--- src/rtl/sbist_pkg.sv ---
package sbist_pkg;

  localparam int unsigned LFSR_W = 16;
  // Feedback taps: the new top bit is the XOR of the state bits set here.
  localparam logic [LFSR_W-1:0] TAP_MASK = 16'h002D;

  typedef enum logic [1:0] {
    ST_IDLE  = 2'd0,
    ST_SHIFT = 2'd1,
    ST_DONE  = 2'd2
  } fill_state_e;

  // Returns which present-state bits are XORed to give state bit bit_idx
  // after 'steps' shifts (one row of the transition matrix power).
  function automatic logic [LFSR_W-1:0] dep_mask(int unsigned steps, int unsigned bit_idx);
    logic [LFSR_W-1:0][LFSR_W-1:0] m;
    logic [LFSR_W-1:0]             fb;
    for (int i = 0; i < int'(LFSR_W); i++) begin
      m[i]    = '0;
      m[i][i] = 1'b1;
    end
    for (int unsigned s = 0; s < steps; s++) begin
      fb = '0;
      for (int i = 0; i < int'(LFSR_W); i++) begin
        if (TAP_MASK[i]) fb = fb ^ m[i];
      end
      for (int i = 0; i < int'(LFSR_W) - 1; i++) begin
        m[i] = m[i+1];
      end
      m[LFSR_W-1] = fb;
    end
    return m[bit_idx];
  endfunction

endpackage

--- src/rtl/sbist_rst_sync.sv ---
module sbist_rst_sync (
  input  logic clk,
  input  logic rst_n,
  output logic rst_sync_n
);
  logic [1:0] sync_q;

  always_ff @(posedge clk or negedge rst_n) begin
    if (!rst_n) sync_q <= 2'b00;
    else        sync_q <= {sync_q[0], 1'b1};
  end

  assign rst_sync_n = sync_q[1];
endmodule

--- src/rtl/sbist_lfsr.sv ---
module sbist_lfsr
  import sbist_pkg::*;
#(
  parameter logic [LFSR_W-1:0] RESET_SEED = 16'hACE1,
  parameter int unsigned       JUMP_STEPS = 49
) (
  input  logic              clk,
  input  logic              rst_n,
  input  logic              load_en,
  input  logic [LFSR_W-1:0] load_val,
  input  logic              step_en,
  input  logic              jump_en,
  output logic [LFSR_W-1:0] state_q
);
  logic [LFSR_W-1:0] step_next;
  logic [LFSR_W-1:0] jump_next;
  logic [LFSR_W-1:0] state_d;
  logic              state_en;

  assign step_next = {^(state_q & TAP_MASK), state_q[LFSR_W-1:1]};

  // Multi-step advance used on the last shift cycle.
  for (genvar b = 0; b < int'(LFSR_W); b++) begin : g_jump
    localparam logic [LFSR_W-1:0] ROW = dep_mask(JUMP_STEPS, b);
    assign jump_next[b] = ^(state_q & ROW);
  end

  always_comb begin
    state_en = load_en | step_en | jump_en;
    if (load_en)      state_d = load_val;
    else if (jump_en) state_d = jump_next;
    else              state_d = step_next;
  end

  always_ff @(posedge clk or negedge rst_n) begin
    if (!rst_n)        state_q <= RESET_SEED;
    else if (state_en) state_q <= state_d;
  end


  seed_write_chk: assert property (@(posedge clk) disable iff (!rst_n)
    load_en |=> state_q == $past(load_val));


  nonzero_keep_chk: assert property (@(posedge clk) disable iff (!rst_n)
    (state_q != '0 && !load_en) |=> state_q != '0);


  zero_keep_chk: assert property (@(posedge clk) disable iff (!rst_n)
    (state_q == '0 && !load_en) |=> state_q == '0);
endmodule

--- src/rtl/sbist_phase_net.sv ---
module sbist_phase_net
  import sbist_pkg::*;
#(
  parameter int unsigned SUBCHAINS = 4,
  parameter int unsigned SEG_LEN   = 16
) (
  input  logic [LFSR_W-1:0]    state,
  input  logic                 enable,
  output logic [SUBCHAINS-1:0] bits
);
  // Lane j carries the serial output j*SEG_LEN cycles ahead.
  for (genvar j = 0; j < int'(SUBCHAINS); j++) begin : g_lane
    localparam logic [LFSR_W-1:0] MASK = dep_mask(j * SEG_LEN, 0);
    assign bits[j] = enable & (^(state & MASK));
  end
endmodule

--- src/rtl/sbist_fill_ctrl.sv ---
module sbist_fill_ctrl
  import sbist_pkg::*;
#(
  parameter int unsigned SEG_LEN = 16
) (
  input  logic clk,
  input  logic rst_n,
  input  logic start,
  output logic shift_active,
  output logic last_shift,
  output logic load_ok,
  output logic done
);
  localparam int unsigned     CNT_W = (SEG_LEN > 1) ? $clog2(SEG_LEN) : 1;
  localparam logic [CNT_W-1:0] LAST = CNT_W'(SEG_LEN - 1);

  fill_state_e      st_q, st_d;
  logic [CNT_W-1:0] cnt_q, cnt_d;
  logic             cnt_en;

  always_comb begin
    st_d   = st_q;
    cnt_d  = cnt_q;
    cnt_en = 1'b0;
    case (st_q)
      ST_SHIFT: begin
        cnt_en = 1'b1;
        if (cnt_q == LAST) begin
          st_d  = ST_DONE;
          cnt_d = '0;
        end else begin
          cnt_d = cnt_q + 1'b1;
        end
      end
      default: begin
        if (start) begin
          st_d   = ST_SHIFT;
          cnt_d  = '0;
          cnt_en = 1'b1;
        end else begin
          st_d = ST_IDLE;
        end
      end
    endcase
  end

  always_ff @(posedge clk or negedge rst_n) begin
    if (!rst_n) st_q <= ST_IDLE;
    else        st_q <= st_d;
  end

  always_ff @(posedge clk or negedge rst_n) begin
    if (!rst_n)      cnt_q <= '0;
    else if (cnt_en) cnt_q <= cnt_d;
  end

  assign shift_active = (st_q == ST_SHIFT);
  assign last_shift   = shift_active && (cnt_q == LAST);
  assign load_ok      = !shift_active;
  assign done         = (st_q == ST_DONE);


  done_pulse_chk: assert property (@(posedge clk) disable iff (!rst_n)
    done |=> !done);


  done_after_last_chk: assert property (@(posedge clk) disable iff (!rst_n)
    last_shift |=> (done && !shift_active));


  window_hold_chk: assert property (@(posedge clk) disable iff (!rst_n)
    (shift_active && !last_shift) |=> shift_active);


  start_cause_chk: assert property (@(posedge clk) disable iff (!rst_n)
    $rose(shift_active) |-> $past(start));
endmodule

--- src/rtl/sbist_multichain_gen.sv ---
module sbist_multichain_gen
  import sbist_pkg::*;
#(
  parameter int unsigned       CHAIN_LEN  = 64,
  parameter int unsigned       SUBCHAINS  = 4,
  parameter logic [LFSR_W-1:0] RESET_SEED = 16'hACE1
) (
  input  logic                 clk,
  input  logic                 rst_n,
  input  logic                 seed_load,
  input  logic [LFSR_W-1:0]    seed,
  input  logic                 start,
  output logic [SUBCHAINS-1:0] scan_bits,
  output logic                 shift_active,
  output logic                 shift_done
);
  localparam int unsigned SEG_LEN    = CHAIN_LEN / SUBCHAINS;
  localparam int unsigned JUMP_STEPS = CHAIN_LEN - SEG_LEN + 1;

  logic              rst_i_n;
  logic              last_shift;
  logic              load_ok;
  logic              active_i;
  logic [LFSR_W-1:0] gen_state;

  sbist_rst_sync i_rst_sync (
    .clk        (clk),
    .rst_n      (rst_n),
    .rst_sync_n (rst_i_n)
  );

  sbist_fill_ctrl #(.SEG_LEN(SEG_LEN)) i_ctrl (
    .clk          (clk),
    .rst_n        (rst_i_n),
    .start        (start),
    .shift_active (active_i),
    .last_shift   (last_shift),
    .load_ok      (load_ok),
    .done         (shift_done)
  );

  sbist_lfsr #(.RESET_SEED(RESET_SEED), .JUMP_STEPS(JUMP_STEPS)) i_lfsr (
    .clk      (clk),
    .rst_n    (rst_i_n),
    .load_en  (seed_load & load_ok),
    .load_val (seed),
    .step_en  (active_i & ~last_shift),
    .jump_en  (last_shift),
    .state_q  (gen_state)
  );

  sbist_phase_net #(.SUBCHAINS(SUBCHAINS), .SEG_LEN(SEG_LEN)) i_net (
    .state  (gen_state),
    .enable (active_i),
    .bits   (scan_bits)
  );

  assign shift_active = active_i;


  idle_quiet_chk: assert property (@(posedge clk) disable iff (!rst_i_n)
    !shift_active |-> scan_bits == '0);


  lane0_now_chk: assert property (@(posedge clk) disable iff (!rst_i_n)
    shift_active |-> scan_bits[0] == gen_state[0]);


  busy_seed_chk: assert property (@(posedge clk) disable iff (!rst_i_n)
    (shift_active && !last_shift) |=> gen_state == {^($past(gen_state) & TAP_MASK), $past(gen_state[LFSR_W-1:1])});
endmodule

--- config.mk ---
export PLATFORM = sky130hd
export DESIGN_NAME = sbist_multichain_gen
export DESIGN_NICKNAME = d
export VERILOG_FILES = /design/src/rtl/sbist_pkg.sv /design/src/rtl/sbist_rst_sync.sv /design/src/rtl/sbist_lfsr.sv /design/src/rtl/sbist_phase_net.sv /design/src/rtl/sbist_fill_ctrl.sv /design/src/rtl/sbist_multichain_gen.sv
export SDC_FILE = /design/constraint.sdc
export NUM_CORES = 1
export LEC_CHECK = 0
export BUFFER_PORTS_ARGS = -buffer_cell sky130_fd_sc_hd__buf_2
export CAP_MARGIN = 10
export CORE_MARGIN = 4
export CORE_UTILIZATION = 55
export DETAILED_ROUTE_END_ITERATION = 7
export PLACE_DENSITY = 0.76
export SLEW_MARGIN = 20
export SYNTH_ARGS = -nofsm -noshare
export SYNTH_HDL_FRONTEND = slang
export SYNTH_SLANG_ARGS = --single-unit
--- constraint.sdc ---
create_clock -name clk -period 2.1 [get_ports clk]
set_input_delay 0 -clock clk [delete_from_list [all_inputs] [get_ports clk]]
set_output_delay 0 -clock clk [all_outputs]
set_load 0.03 [all_outputs]
==> summary by stage, run 1 <==
Clock tree
The cell at the root of the clock tree is clkbuf_8. The TritonCTS buffer count is 3. No sink is reached through more buffers than the 2 on the longest clock path.

TritonCTS built the clock tree. The H-tree level count is 1. Clock-pin slew was measured on the worst setup and hold paths at 0.10 ns. The clock sink count is 24. The clock reaches the later pin of the worst-skew pair after 0.27 ns.

Worst setup path
The arrival time at the worst endpoint is 2.04 ns. Data on the critical path is required at its endpoint by 2.10 ns. The worst setup path is of the flop to output pin kind. The startpoint class of the critical path is a flop. The largest driver fanout on the critical path is 6. Traced cell by cell, the critical path runs through xnor3_2 -> xnor2_2 -> xnor2_1 -> nor2_1 -> buf_2. The slowest stage of the critical path belongs to the cell dfstp_2.

The type of destination of the critical path is an output pin. The worst stage delay on the critical path is 0.62 ns. The count of buffering cells on the critical path with inverters included is 1. The cell family contributing the most delay on the critical path is XOR/XNOR gates.

Layout
The top cell types in the final layout, fill and taps aside, are xnor2_1, buf_2, buf_4, nand2_1, dfrtp_1. After the last flow step, the layout net total stands at 256. In the final layout, the share of cells above drive strength 1 is 0.291. Leaving out fill and tap cells, the most frequent cell in the layout is xnor2_1.

The number of antenna diodes is 0. The filler cell count in the final layout is 317. Relative to the synthesized area, the layout overhead comes to 11.8%.

Synth
Of the total synthesized cell area, the portion taken by AND, OR, NAND and NOR gates is 0.0942. Of the total synthesized cell area, the portion taken by XOR and XNOR cells is 0.383. Of the total synthesized cell area, the portion taken by full adders, half adders and majority gates is 0.00571.

The count of distinct cell types in the synthesized netlist is 38. In this run, synthesis produced a sequential element count of 24. The count of yosys warnings during synthesis is 0. In the synthesized netlist, the number of instances is 206.

Of the post-synthesis cell area, the part taken by muxes is 0.0320. Of the synthesized area, sequential elements account for 0.279. A synthesized cell averages 10.6 um2. Counting every net in the synthesized netlist gives 227. The area of the mapped netlist is 0.00219 mm2. The dominant combinational cell family by area after synthesis is XOR/XNOR gates. The post-synthesis compound-gate area fraction is 0.122.

Detailed routing
The count of nets left with antenna violations once routing finished came out at 0. Before antenna repair, the detailed router went through 4 iterations. After detailed routing, the number of remaining DRC violations is 0. The via count is 1,516. For this block, the routed nets add up to 4800 um of wire. The detail-routed via count per cell is 5.38. After the first detailed-routing iteration, the DRC count stood at 131.

The detailed-route wire length per cell is 17.0 um.

Timing
The worst pin sits at a relative slew slack of 0.637. The smallest clock period supported by the final layout is computed as 2.04 ns. Across all hold checks on the routed design, the worst slack comes to -0.00361 ns. The measured slew at the worst slew-check pin is 0.544 ns. Setup repair after global routing left no endpoint under its margin. The maximum clock frequency is 0.491 GHz. The final count of hold timing violations is 1. The number of max-slew violations in the final report is 0. The share of the clock period used by the worst path is 0.970. The worst setup skew after layout is 0.00795 ns. The count of endpoints failing setup in the final report is 0. Adding up every negative setup slack in the final design gives 0 ns.

Floorplanning
The horizontal extent of the die is 71.1 um. The y dimension of the die is 71.1 um. The die covers 0.00506 mm2. During I/O placement, the number of pins put on the boundary was 26. The initial core utilization is 0.585. The region available for standard cell placement spans 0.00374 mm2.

In this run the core area contains 22 standard-cell rows.

Placed design
The final HPWL from detailed placement is 3500 um. The routability congestion estimate is 0.887. Port buffering added 25 buffers.

GRT
Across every metal layer, demand over resource in global routing totals 0.198. The number of global-route vias before repair is 1,465. The initial antenna violation count is 0. Entering global routing, the biggest net connects 27 pins. The first global-routing pass estimated 7710 um of wire. Global routing finished with a remaining overflow of 0.

Run status
The flow ran to the end, but the final reports show violations. The final reports fail on negative hold slack.

Run
The total of max-cap violations is 0.

Min path
The path class of the lowest-slack min-delay path is input port to flop.
-- repair_timing --
item	CTS	global route
endpoints found under the setup margin	1	2
gates resized for setup	2	1
hold endpoints to repair	2	0
buffers inserted	0	2
pin swaps	0	0
hold buffers	1	0
-- Yosys cell counts --
master,number,area [um2]
xnor2_1,29,254
dfrtp_1,16,400
nand2_1,16,60.1
xor2_1,13,114
a21oi_1,12,60.1
xnor3_1,12,270
nor2b_1,9,56.3
o21ai_0,9,45.0
a211oi_1,8,60.1
dfstp_2,8,210
mux2i_1,7,70.1
nor2_1,7,26.3
o31ai_1,7,52.6
clkbuf_1,5,18.8
a31oi_1,4,25.0
buf_2,4,20.0
buf_4,4,30.0
or3_1,4,25.0
xnor2_2,4,65.1
buf_6,3,33.8
and2_1,2,12.5
buf_1,2,7.51
clkbuf_8,2,27.5
inv_1,2,7.51
xnor3_2,2,47.6
xor2_2,2,32.5
xor3_4,2,55.1
a21o_1,1,7.51
and3_1,1,6.26
bufbuf_16,1,32.5
clkinv_1,1,3.75
conb_1,1,3.75
ha_1,1,12.5
nand2b_1,1,6.26
nand3b_1,1,7.51
nand4_1,1,6.26
o211a_1,1,10.0
o211ai_1,1,7.51
-- layout make-up --
| type | count | area [um2] | area share |
|---|---|---|---|
| clock buffer | 3 | 41.3 | 0.0169 |
| clock inverter | 1 | 30.0 | 0.0123 |
| inverter | 3 | 11.3 | 0.00460 |
| multi-input combinational | 158 | 1420 | 0.579 |
| sequential | 24 | 611 | 0.249 |
| tap | 48 | 60.1 | 0.0245 |
| timing repair buffer | 45 | 278 | 0.113 |
-- per-stage QoR --
stage               std cells  hold WS (ns)  worst slack [ns]  area (um2)  utilization
floorplan                 206        -0.296             0.114        2190            -
global placement          275        -0.213             0.166        2330        0.623
detailed placement        275        -0.213             0.167        2330        0.623
CTS                       280       0.00132           0.00799        2430        0.650
global route              282        0.0136           0.00492        2450        0.654
finish                    282      -0.00361            0.0634        2450        0.654
-- layer usage --
layer,vias up,GRT usage,part of all wire
li1,749,-,-
met3,4,0.0185,0.061
met2,47,0.311,0.46
met5,-,0,0
met1,716,0.293,0.46
met4,0,0.0501,0.010
-- path summary, 6_finish.rpt --
| check | startpoint | to | slack [ns] | cells after the start |
|---|---|---|---|---|
| max | i_lfsr.state_q[15] | scan_bits[3] | 0.06 | 5 |
| min | seed[6] | i_lfsr.state_q[6] | -0.004 | 3 |
| max reg2reg | i_lfsr.state_q[2] | i_lfsr.state_q[13] | 0.16 | 5 |
| min reg2reg | i_rst_sync.sync_q[1] | i_lfsr.state_q[12] | 0.14 | 0 |
| max in group asynchronous | i_rst_sync.sync_q[1] | i_lfsr.state_q[11] | 1.36 | 1 |
| min in group asynchronous | rst_n | i_rst_sync.sync_q[0] | 0.03 | 2 |
-- worst reg2reg max path: stages (launching register included) --
cell     delay [ns]
dfrtp_1        0.49
xnor2_2        0.31
xnor3_2        0.42
xor2_1         0.16
or3_1          0.32
a31oi_1        0.18
-- cell families (layout without fill, tap and decap cells) --
logic type / after synthesis / count (layout)
AOI/OAI and AO/OA: 43 / 43
xor gates and xnor gates: 64 / 64
adders and majority gates: 1 / 1
buffers and inverters: 24 / 52
DFF: 24 / 24
muxes: 7 / 7
other: 1 / 1
and+or+nand+nor: 42 / 42
-- registers in the layout, summed over array words and instances, names as in the netlist --
| register | flops |
|---|---|
| i_lfsr.state_q | 16 |
| i_ctrl.cnt_q | 4 |
| i_ctrl.st_q | 2 |
| i_rst_sync.sync_q | 2 |
Power of run 1 is not shown: default switching activity piles up to over one toggle a cycle in this logic, so the estimate is an artifact.
==> run 2, diff against run 1 <==
- REMOVE_ABC_BUFFERS: unset -> 1
==> run 2 against run 1 <==
  * The flow now finishes without violations
  * Register-to-register slack lost 0.11 ns
  * Die area did not move
  * Global-route usage is 0.99 points lower
  * Final area down 0.97%
  * Wire length decreased by 4.5%
  * Non-clock buffer count shrank 4
  * Clock skew down 0.0040 ns
  * Cell count decreased by 1.4%
  * Fmax shrank 0.51%
  * Critical path type is now flop to flop
  * Highest routed layer unchanged
==> summary by stage, run 2 (synthesized netlist as in run 1, its figures left out) <==
Layout
The largest registers in the layout are i_lfsr.state_q x16, i_ctrl.cnt_q x4. The layout-stage area growth over the synthesis result is 10.7%. The total number of nets in the final design is 252 (-1.6%). The footprint of the flip-flops and latches is 611 um2 (unchanged). The library cells used most frequently in the layout, excluding fill and tap cells, are xnor2_1, buf_2, nand2_1, dfrtp_1, buf_4. The area used by multi-input combinational logic was 0.00143 mm2 (+0.44%).

The library cell used most frequently in the layout, excluding fill and tap cells, is xnor2_1. More flip-flops sit in one register than any other, and that register is i_lfsr.state_q. The number of antenna diodes is 0 (unchanged). The filler cell count in the final layout is 319 (+0.63%). The number of flip-flops in the largest register is 16 (unchanged). The share of post-route cells with drive strength above 1 is 0.283 (-0.00799).

Placed design
The pre-CTS setup slack came to 0.0887 ns (-0.0779 ns). The final HPWL from detailed placement is 3280 um (-6.3%). The routability congestion estimate is 0.916 (+3.3%).

The count of buffers from port buffering came to 25 (unchanged).

Timing
The final count of hold timing violations is 0 (-1). The number of max-slew violations in the final report is 0 (unchanged). The final worst setup slack was 0.0531 ns (-0.0104 ns).

The share of the clock period used by the worst path was 0.975 (+0.00493). The measured slew at the worst slew-check pin was 0.614 ns (+0.0699 ns). The maximum clock frequency is 0.489 GHz (-0.51%). The worst setup skew after layout is 0.00393 ns (-0.00402 ns). The minimum clock period is 2.05 ns (+0.0104 ns).

The count of endpoints failing setup in the final report came to 0 (unchanged). Setup repair after global routing could not meet its margin everywhere. The worst slew margin relative to its limit is 0.590 (-0.0471).

Clock tree
The cell at the root of the clock tree is clkbuf_8. The clock insertion delay at the later pin of the skew report is 0.27 ns (about the same). The number of buffers on the longest clock path is 2 (unchanged). The clock sink count is 24 (unchanged). TritonCTS built the clock tree. The H-tree level count is 1 (unchanged).

The clock input transition at the sequential cells of the worst setup and hold paths was 0.09 ns (about the same). The TritonCTS buffer count is 3 (unchanged).

GRT
The final global-route overflow total is 0 (unchanged). The initial antenna violation count is 0 (unchanged). The number of global-route vias before repair was 1,433 (-2.2%). The global-route usage over all layers is 0.188 (-0.00995). The global-route wire length before repair was 7320 um (-5.1%).

The maximum number of pins on one net before global-route repair is 27 (unchanged).

Detailed routing
The final routed DRC violation total is 0 (unchanged). The total wire length after detailed routing was 4580 um (-4.5%). The number of nets with antenna violations after routing is 0 (unchanged). The detail-routed via count per cell is 5.47 (+1.8%). The number of detailed-route iterations in the first pass is 4 (unchanged). The via count came to 1,521 (+0.33%). The number of DRC violations after detailed-routing iteration 0 is 91 (-31%). The detailed-route wire length per cell came to 16.5 um (-3.2%).

Floorplanning
The die area came to 0.00506 mm2 (unchanged). The core region area is 0.00374 mm2 (unchanged). The horizontal extent of the die is 71.1 um (unchanged). The initial core utilization came to 0.585 (unchanged).

The y dimension of the die was 71.1 um (unchanged). The top-level I/O count is 26 (unchanged). The row count was 22 (unchanged).

Worst setup path
The largest individual stage delay along the critical path comes from the cell dfstp_2. The setup path with the least slack is of type flop to flop. The type of destination of the critical path is a flop. The depth of the critical timing path with buffers and inverters included was 5 (unchanged). The data required time of the critical path is 2.29 ns (+0.19 ns).

Traced cell by cell, the critical path runs through xnor2_2 -> xnor3_2 -> xor2_1 -> or3_1 -> a31oi_2. The startpoint class of the critical path is a flop. Among cell families on the critical path, the largest total delay comes from XOR/XNOR gates. The largest driver fanout on the critical path came to 5 (-1). The count of buffering cells on the critical path with inverters included came to 0 (-1).

The worst stage delay on the critical path is 0.62 ns (about the same). The arrival time at the worst endpoint came to 2.24 ns (+0.20 ns). The number of cells on the worst reg-to-reg path came to 5 (unchanged).

Min path
The number of cells on the worst hold path is 3 (unchanged). The path class of the lowest-slack min-delay path is input port to flop.

Run
The total of max-cap violations is 0 (unchanged).

Run status
The flow ran to the end, and the final reports show no timing, DRC or antenna violations.
==> run 2: through the flow <==
stage	std cells	area, um2	utilization	setup TNS, ns	hold WS [ns]
2_1_floorplan	185	2020	-	-6.99	-0.296
3_3_place_gp	272	2310	0.617	0	-0.215
3_5_place_dp	272	2310	0.617	0	-0.214
4_1_cts	278	2410	0.643	0	0.00351
5_1_grt	278	2430	0.648	-0.0100	0.00416
6_report	278	2430	0.648	0	0.00352
==> run 2: cell type report <==
type                       instances  area share
multi-input combinational        158       0.587
sequential                        24       0.252
timing repair buffer              41       0.102
tap                               48      0.0248
clock buffer                       3      0.0170
clock inverter                     1      0.0124
inverter                           3     0.00464
==> run 2: repair_timing <==
item                                    CTS  global route
endpoints found under the hold margin     2             0
setup buffers                             1             0
hold buffers                              1             0
pin swaps                                 1             1
endpoints found under the setup margin    1             2
resized for setup                         2             2
==> run 2: worst paths after layout <==
kind	start	endpoint	slack, ns
setup / recovery	i_lfsr.state_q[7]	i_lfsr.state_q[13]	0.05
hold / removal	start	i_ctrl.cnt_q[1]	0.004
setup reg to reg	i_lfsr.state_q[7]	i_lfsr.state_q[13]	0.05
hold reg to reg	i_rst_sync.sync_q[1]	i_lfsr.state_q[8]	0.21
max in group asynchronous	i_rst_sync.sync_q[1]	i_lfsr.state_q[5]	1.61
min in group asynchronous	rst_n	i_rst_sync.sync_q[1]	0.03
==> run 2: per-layer routing <==
layer,track usage,share of wire
met1,0.267,0.45
met2,0.296,0.48
met3,0.0341,0.067
met4,0.0501,0.0092
met5,0,0
==> run 2: worst min-delay path, cell delays in order <==
cell,delay (ns)
buf_2,0.08
nand3b_1,0.10
nand2_1,0.05
Power of run 2 is left out for the same reason.
==> run 3, diff against run 2 <==
- CORE_UTILIZATION: 55 -> 59
- PLACE_DENSITY: 0.76 -> 0.81
==> run 3 against run 2 <==
  * Final area grew 0.41%
  * Register-to-register slack improved by 0.07 ns
  * Largest cell class unchanged
  * Fmax is 0.28% higher
  * Cell count rose by 0.36%
  * Clock skew is 0.0020 ns lower
  * Non-clock buffer count up 3
  * Via count decreased by 0.46%
==> summary by stage, run 3 (synthesized netlist as in run 1, its figures left out) <==
GRT
The met3 usage is 0.0276 (-0.00654). met2 is the most crowded layer. The maximum number of pins on one net before global-route repair is 27 (unchanged). The met1 layer usage reported by global route was 0.299 (+0.0327). The final global-route overflow total came to 0 (unchanged). The fraction of met2 tracks used by global routing is 0.364 (+0.0687). The number of global-route vias before repair is 1,499 (+4.6%).

The global-route usage over all layers is 0.219 (+0.0315). The initial antenna violation count came to 0 (unchanged). The global-route wire length before repair is 7450 um (+1.7%).

Clock tree
The TritonCTS buffer count is 3 (unchanged). The clock insertion delay at the later pin of the skew report came to 0.28 ns (about the same). The clock tree from TritonCTS is done. The cell sitting at the root of the clock tree is a clkbuf_8. The clock sink count was 24 (unchanged). The number of buffers on the longest clock path is 2 (unchanged). The H-tree level count is 1 (unchanged). The clock input transition at the sequential cells of the worst setup and hold paths is 0.09 ns (about the same).

Run status
The run finished with clean final reports.

Layout
Leaving out fill and tap cells, the most frequent cell in the layout is xnor2_1. The share of post-route cells with drive strength above 1 is 0.275 (-0.00793). The number of antenna diodes is 0 (unchanged). The largest registers in the layout are i_lfsr.state_q x16, i_ctrl.cnt_q x4.

The layout-stage area growth over the synthesis result is 11.2%. The total number of nets in the final design came to 255 (+1.2%). The number of flip-flops in the largest register is 16 (unchanged). Leaving out fill and tap cells, the most frequent cells in the layout are xnor2_1, buf_2, nand2_1, dfrtp_1, buf_4.

Ranked by flip-flop count, first place goes to i_lfsr.state_q.

Floorplanning
The y dimension of the die is 68.9 um (-3.1%). The top-level I/O count is 26 (unchanged). The horizontal extent of the die came to 68.9 um (-3.1%). The core region area is 0.00347 mm2 (-7.4%).

The die area is 0.00475 mm2 (-6.0%). The initial core utilization is 0.632 (+0.0464). The row count was 21 (-4.5%).

Worst setup path
The arrival time at the worst endpoint is 2.04 ns (-0.20 ns). The data required time of the critical path came to 2.10 ns (-0.19 ns). The worst stage delay on the critical path is 0.64 ns (+0.02 ns). The setup path with the least slack is of type flop to output pin. The startpoint class of the critical path is a flop. The critical path goes through xnor3_2 -> xnor2_2 -> xnor2_1 -> nor2_1 -> buf_2.

The highest-delay cell along the critical path is dfstp_2. The cell family contributing the most delay on the critical path is XOR/XNOR gates. The type of destination of the critical path is an output pin.

The count of buffering cells on the critical path with inverters included was 1 (+1). The largest driver fanout on the critical path came to 8 (+3).

Timing
The minimum clock period is 2.04 ns (-0.00570 ns). The measured slew at the worst slew-check pin is 0.539 ns (-0.0750 ns). The worst setup skew after layout came to 0.00189 ns (-0.00204 ns). The worst slew margin relative to its limit is 0.640 (+0.0505). The share of the clock period used by the worst path was 0.972 (-0.00271).

The sum of negative setup slack was 0 ns (unchanged). The final count of hold timing violations was 0 (unchanged). The final worst setup slack was 0.0588 ns (+0.00569 ns).

The number of max-slew violations in the final report is 0 (unchanged). The count of endpoints failing setup in the final report is 0 (unchanged). The maximum clock frequency came to 0.490 GHz (+0.28%). Setup repair after global routing left no endpoint under its margin.

Detailed routing
The number of DRC violations after detailed-routing iteration 0 is 74 (-19%). The total wire length after detailed routing is 4570 um (-0.33%). The detailed-route wire length per cell is 16.4 um (-0.68%).

The detail-routed via count per cell is 5.43 (-0.82%). The via count is 1,514 (-0.46%). The number of detailed-route iterations in the first pass was 4 (unchanged).

The final routed DRC violation total is 0 (unchanged). The number of nets with antenna violations after routing was 0 (unchanged).

Min path
The path class of the lowest-slack min-delay path is input port to flop.

Placed design
The pre-CTS setup slack is 0.134 ns (+0.0448 ns). The final HPWL from detailed placement was 3370 um (+2.7%). The routability congestion estimate is 0.898 (-2.0%). The count of buffers from port buffering is 25 (unchanged).

Run
The total of max-cap violations came to 0 (unchanged).
[run 3: cell count changes in the layout (fill, tap and decap cells not counted)]
| cell | before | now |
|---|---|---|
| a31oi_1 | 3 | 4 |
| a31oi_2 | 1 | 0 |
| dlygate4sd3_1 | 1 | 4 |
| xnor2_2 | 4 | 5 |
| xnor2_4 | 1 | 0 |
[run 3: path summary, 6_finish.rpt]
check                                          start  slack [ns]                   end  cells past startpoint
worst min-delay path                        seed[10]     0.00007    i_lfsr.state_q[10]                      3
worst max-delay path              i_lfsr.state_q[15]        0.06          scan_bits[3]                      5
max in group asynchronous       i_rst_sync.sync_q[1]        1.59     i_lfsr.state_q[5]                      1
min in group asynchronous                      rst_n        0.03  i_rst_sync.sync_q[0]                      2
worst max register to register    i_lfsr.state_q[14]        0.12     i_lfsr.state_q[5]                      5
worst min register to register  i_rst_sync.sync_q[1]        0.22       i_ctrl.cnt_q[1]                      1
[run 3: worst min-delay path, stage by stage]
cell,delay (ns)
buf_2,0.07
a211oi_1,0.05
a21oi_1,0.11
[run 3: layer usage]
layer	routed length [um]	vias to the layer above	part of all wire
met2	2190	53	0.48
met4	53	0	0.012
met3	308	5	0.067
met5	0	-	0
li1	-	747	-
met1	2020	709	0.44
[run 3: final cells by class]
class / instances / area [um2]
tap: 46 / 57.6
sequential: 24 / 611
clock buffer: 3 / 41.3
inverter: 3 / 11.3
multi-input combinational: 158 / 1410
timing repair buffer: 44 / 278
fill: 269 / 1030
clock inverter: 1 / 30.0
[run 3: what timing repair did]
item                       in CTS  in global routing
hold endpoints to repair        5                  0
setup endpoints to repair       1                  1
pin swaps                       0                  0
setup buffers                   0                  0
gates resized for setup         1                  1
hold buffers                    4                  0
[run 3: per-stage QoR]
step	hold WS, ns	std cells	utilization	area (um2)
floorplan	-0.296	185	-	2020
global placement	-0.215	271	0.668	2320
detailed placement	-0.212	271	0.668	2320
CTS	0.00140	279	0.702	2430
global route	0.0244	279	0.702	2440
finish	0.0000724	279	0.702	2440
Power of run 3 is left out for the same reason.
